`config.mk`:
```
export PLATFORM = sky130hd
export DESIGN_NAME = clk_steer_dpll
export DESIGN_NICKNAME = d
export VERILOG_FILES = /design/src/rtl/clk_steer_dpll.sv
export SDC_FILE = /design/constraint.sdc
export NUM_CORES = 1
export LEC_CHECK = 0
export BUFFER_PORTS_ARGS = -buffer_cell sky130_fd_sc_hd__buf_2
export CAP_MARGIN = 15
export CORE_MARGIN = 2
export CORE_UTILIZATION = 54
export CTS_CLUSTER_DIAMETER = 40
export DETAILED_ROUTE_END_ITERATION = 10
export HOLD_SLACK_MARGIN = 0.12
export PLACE_DENSITY_LB_ADDON = 0.1
export SLEW_MARGIN = 10
export SYNTH_ARGS = -nofsm -noshare
export SYNTH_HDL_FRONTEND = slang
export SYNTH_SLANG_ARGS = --single-unit
```
`constraint.sdc`:
```
create_clock -name clk -period 23.4 [get_ports clk]
set_clock_uncertainty 0.2 [all_clocks]
set_input_delay 0 -clock clk [delete_from_list [all_inputs] [get_ports clk]]
set_output_delay 0 -clock clk [all_outputs]
set_load 0.03 [all_outputs]
```
`src/rtl/clk_steer_dpll.sv`:
```
module clk_steer_dpll #(
  parameter int NREF     = 3,
  parameter int CW       = 16,
  parameter int PW       = 12,
  parameter int IW       = 24,
  parameter int GW       = 8,
  parameter int QW       = 4,
  parameter int PSH      = 4,
  parameter int ISH      = 1,
  parameter int ASH      = 3,
  parameter int HOLD_MIN = 32
) (
  input  logic              clk,
  input  logic              rst_n,
  input  logic [NREF-1:0]   ref_edge,
  input  logic [NREF-1:0]   ref_en,
  input  logic [2*NREF-1:0] ref_prio,
  input  logic              fb_edge,
  input  logic [GW-1:0]     loss_limit,
  input  logic [QW-1:0]     requal_cnt,
  input  logic [PW-1:0]     lock_win,
  input  logic [CW-1:0]     ctrl_nom,
  input  logic [CW-1:0]     ctrl_min,
  input  logic [CW-1:0]     ctrl_max,
  output logic [CW-1:0]     ctrl_word,
  output logic [1:0]        mode,
  output logic [$clog2(NREF+1)-1:0] sel_idx
);
  localparam int SW  = $clog2(NREF + 1);
  localparam int LCW = $clog2(HOLD_MIN + 1);
  localparam logic [SW-1:0] NONE = SW'(NREF);
  localparam logic [1:0] M_FREE = 2'd0, M_LOCK = 2'd1, M_HOLD = 2'd2;

  logic [GW-1:0]          gap  [NREF];
  logic [QW-1:0]          good [NREF];
  logic [NREF-1:0]        qual;
  logic                   found, sw, track, sel_ref, hold_valid, in_win;
  logic [SW-1:0]          best;
  logic [1:0]             best_p;
  logic signed [PW-1:0]   phase, mag;
  logic signed [IW-1:0]   integ, integ_n, raw;
  logic [CW-1:0]          avg, word, avg_n;
  logic signed [CW:0]     diff, step;
  logic [LCW-1:0]         lock_cnt;
  logic [QW-1:0]          need;

  assign need = (requal_cnt == '0) ? QW'(1) : requal_cnt;

  always_ff @(posedge clk) begin
    if (!rst_n) begin
      qual <= '0;
      for (int i = 0; i < NREF; i++) begin
        gap[i]  <= '0;
        good[i] <= '0;
      end
    end else begin
      for (int i = 0; i < NREF; i++) begin
        if (ref_edge[i]) begin
          gap[i] <= '0;
          if (good[i] < need) good[i] <= good[i] + QW'(1);
          if ({1'b0, good[i]} + (QW+1)'(1) >= {1'b0, need}) qual[i] <= 1'b1;
        end else if (fb_edge) begin
          if ({1'b0, gap[i]} + (GW+1)'(1) >= {1'b0, loss_limit}) begin
            qual[i] <= 1'b0;
            good[i] <= '0;
          end else begin
            gap[i] <= gap[i] + GW'(1);
          end
        end
      end
    end
  end

  always_comb begin
    found   = 1'b0;
    best    = NONE;
    best_p  = '1;
    sel_ref = 1'b0;
    for (int i = 0; i < NREF; i++) begin
      if (ref_en[i] && qual[i] && (!found || ref_prio[2*i +: 2] < best_p)) begin
        found  = 1'b1;
        best   = SW'(i);
        best_p = ref_prio[2*i +: 2];
      end
      if (sel_idx == SW'(i)) sel_ref = ref_edge[i];
    end
  end

  assign sw    = found && (mode != M_LOCK || sel_idx != best);
  assign track = found && !sw;

  assign integ_n = integ + (IW'(phase) <<< ISH);
  assign raw     = $signed(IW'(ctrl_nom)) + integ_n + (IW'(phase) <<< PSH);
  assign word    = (raw < $signed(IW'(ctrl_min))) ? ctrl_min :
                   (raw > $signed(IW'(ctrl_max))) ? ctrl_max : raw[CW-1:0];
  assign mag     = (phase < 0) ? -phase : phase;
  assign in_win  = $unsigned(mag) <= lock_win;
  assign diff    = $signed({1'b0, word}) - $signed({1'b0, avg});
  assign step    = ((diff >>> ASH) == 0 && diff != 0) ? $signed((CW+1)'(1)) : (diff >>> ASH);
  assign avg_n   = avg + step[CW-1:0];

  always_ff @(posedge clk) begin
    if (!rst_n) begin
      mode       <= M_FREE;
      sel_idx    <= NONE;
      ctrl_word  <= ctrl_nom;
      phase      <= '0;
      integ      <= '0;
      avg        <= ctrl_nom;
      hold_valid <= 1'b0;
      lock_cnt   <= '0;
    end else begin
      mode    <= found ? M_LOCK : (hold_valid ? M_HOLD : M_FREE);
      sel_idx <= found ? best : NONE;
      if (sw) begin
        phase     <= '0;
        lock_cnt  <= '0;
        integ     <= hold_valid ? $signed(IW'(avg)) - $signed(IW'(ctrl_nom)) : '0;
        ctrl_word <= hold_valid ? avg : ctrl_nom;
      end else if (track) begin
        phase <= phase + PW'(sel_ref) - PW'(fb_edge);
        if (fb_edge) begin
          integ     <= integ_n;
          ctrl_word <= word;
          if (in_win) begin
            avg <= (!hold_valid && lock_cnt == '0) ? word : avg_n;
            if (lock_cnt < LCW'(HOLD_MIN)) lock_cnt <= lock_cnt + LCW'(1);
            if (lock_cnt >= LCW'(HOLD_MIN - 1)) hold_valid <= 1'b1;
          end
        end
      end else begin
        phase     <= '0;
        lock_cnt  <= '0;
        ctrl_word <= hold_valid ? avg : ctrl_nom;
      end
    end
  end
endmodule

```
==> run summary <==
Slew headroom: 0.234
Psw: 0.666 mW
proportion of synthesized area in mux cells: 0.0293
vias in the first global route: 12049
Final Hold Fails: 0
clock tree buffer depth: 2
RSZ-0062 raised after global routing: no
core area: 24500 µm²
Yosys reg bits: 118
Net Sw Frac: 0.463
sequential share of power: 0.185
Total GRT Usage: 0.299
Post-CTS Setup Bufs: 0
P_leak: 7.58 nW
outcome: finished clean
fraction of registers with async set/reset: 0
WHS Endpoint: ctrl_word[12]
RR Startpoint: phase[1]
layout cells sized above 1: 0.0993
synthesized area per cell: 8.36 µm²
reg2reg setup slack: 10.54 ns
drt first-iter violations: 1055
Die W: 162 µm
port buffer count: 106
largest area contributor in the netlist: ha_1
adder-cell share of the synthesized area: 0.235
CTS tree: built
Vias: 12660
routability cong.: 1.00
CP arrival: 12.83 ns
final worst path period share: 0.549
Worst IR Drop VDD: 58.6 µV
Int Power: 0.773 mW
xor/xnor cell area share of the yosys netlist: 0.0737
Routed Antenna Nets: 0
power per cell area: 92.3 nW/µm²
Setup crit start kind: flip-flop
final net count: 2110
DRC Markers: 0
HP Start: ctrl_min[12]
slew at the pin with the worst max-slew slack: 1.15 ns
Seq/Total Area, Yosys: 0.222
Hold Path Class: input pin to flip-flop
clock slew at reported path FFs: 0.06 ns
Rows: 57
cells resized by post-CTS repair: 0
minimum clock period after layout: 12.86 ns
initial antenna violation count: 1
CP Max Fanout: 16
post-synthesis compound-gate area fraction: 0.217
Clock power frac: 0.184
Simple-Gate Fraction of Synth Area: 0.169
dpl hpwl: 30400 µm
Starting Density: 0.553
first-pass GRT wire length: 62200 µm
Ports: 107
main combinational cell family by area after synthesis: adder cells
Num CTS Buffers: 17
DRT Wirelength: 39400 µm
pre-CTS setup slack: 10.97 ns
crit end category: flip-flop
setup TNS: 0 ns
cells on worst reg2reg path: 50
CTS root buf: clkbuf_16
CP max stage cell: dlygate4sd3_1
Hold Path Stages: 4
WS Path Type: flip-flop to flip-flop
n_diodes: 0
top-area cell type share of the netlist area: 0.208
most common flop cell mapped by yosys: edfxtp_1
largest net degree at the start of global routing: 49
commonest non-fill, non-tap cell in the layout: ha_1
H-tree depth: 4
EDFF count, synth: 64
max-cap viol count: 0
Crit path required time: 23.38 ns
die area: 26300 µm²
CP dominant cell by count: a21oi_1
CP max stage delay: 0.60 ns
largest cells by area after synthesis: ha_1, edfxtp_1, dfxtp_1, a21oi_1, xnor2_1
r2r endpoint: avg[6]
wire per inst: 18.6 µm
Die H: 162 µm
Ys Warns: 0
Initial DRT Pass Iterations: 8
post-route setup slack: 10.54 ns
Synth-to-Final Area Change: 15.3%
clock latency on the worst-skew pair: 0.44 ns
vias per cell: 5.98
Synth Cell Area: 13500 µm²
count of hold-fix buffers inserted at cts: 65
Comb pwr share: 0.631
commonest cells after routing, fill and taps aside: ha_1, inv_1, a21oi_1
Sink Count: 118
setup violators final: 0
Pins Over Slew Limit: 0
Syn Inst Count: 1617
Yosys cell types: 77
fmax: 0.0778 GHz
syn_nets: 1947
GRT overflow: 0
-- metal layers --
layer  global-route usage  vias up  part of all wire
met1                0.388     5907              0.44
met4                0.105        2             0.033
met3               0.0600       89             0.076
met2                0.497      492              0.45
met5                    0        -           0.00033
li1                     -     6170                 -
-- power by group through the flow --
stage / Combinational [mW] / Clock, mW / Sequential, mW
global route: 0.999 / 0.274 / 0.268
detailed placement: 0.852 / 0 / 0.269
floorplan: 0.663 / 0 / 0.266
finish: 0.908 / 0.264 / 0.266
CTS: 0.888 / 0.266 / 0.265
global placement: 0.844 / 0 / 0.269
-- Yosys cell counts, types with 8 or more instances --
cell,n
mux2_2,13
a31oi_1,19
nor2b_1,36
o21a_1,30
a211oi_1,8
fa_1,18
a21o_1,45
nor3_1,22
dfxtp_1,54
clkbuf_1,27
nand3b_1,8
o21ai_0,89
o211ai_1,9
o21bai_1,14
a21oi_1,133
nand2b_1,21
a21boi_0,9
nand4_1,16
nand3_1,56
xnor2_1,75
and3_1,24
ha_1,225
mux2i_1,25
xor2_1,33
a22oi_1,11
inv_1,158
nor2_1,128
edfxtp_1,64
nand2_1,110
-- worst max-delay path: cells and delay by family, from the launching register on --
kind            cells  cell delay (ns)
flops               1             0.46
xor+xnor            3             0.59
simple gates       11             2.94
buf+inv             4             0.88
fa+ha+maj           8             2.96
compound gates     22             3.86
mux                 2             0.73
-- through the flow --
stage / util / instances / hold slack [ns] / total power [mW] / instance area [µm²]
4_1_cts: 0.637 / 2117 / 0.153 / 1.42 / 15600
2_1_floorplan: - / 1617 / -0.0640 / 0.929 / 13500
6_report: 0.637 / 2117 / 0.181 / 1.44 / 15600
3_5_place_dp: 0.587 / 2020 / 0.139 / 1.12 / 14400
3_3_place_gp: 0.587 / 2020 / 0.119 / 1.11 / 14400
5_1_grt: 0.637 / 2117 / 0.225 / 1.54 / 15600
-- area by class of cell --
type	instances	area, µm²
clock buffer	17	425
clock inverter	15	154
fill	2157	8880
inverter	158	593
multi-input combinational	1308	9780
sequential	118	3000
tap	324	405
timing repair buffer	177	1230
-- how the worst max path moves through the flow --
stage / startpoint / to / slack, ns / cells after the start
global placement: phase[1] / avg[14] / 11.33 / 50
finish: phase[1] / avg[6] / 10.54 / 50
detailed placement: phase[1] / avg[14] / 10.97 / 50
global route: phase[1] / avg[6] / 9.81 / 48
floorplan: phase[1] / avg[14] / 12.58 / 49
CTS: phase[1] / avg[6] / 10.70 / 50
-- registers in the layout, summed over array words and instances, names as in the netlist --
signal / count
avg: 16
ctrl_word: 16
gap: 24
good: 12
hold_valid: 1
integ: 24
lock_cnt: 6
mode: 2
phase: 12
qual: 3
sel_idx: 2
-- kinds of logic after synthesis --
group,after synthesis
AOI/OAI and AO/OA,451
xor gates and xnor gates,110
adders and majority gates,243
buffers and inverters,191
DFF,118
muxes,38
and+or+nand+nor,466
Note: power is estimated with default switching activity, not from simulation.
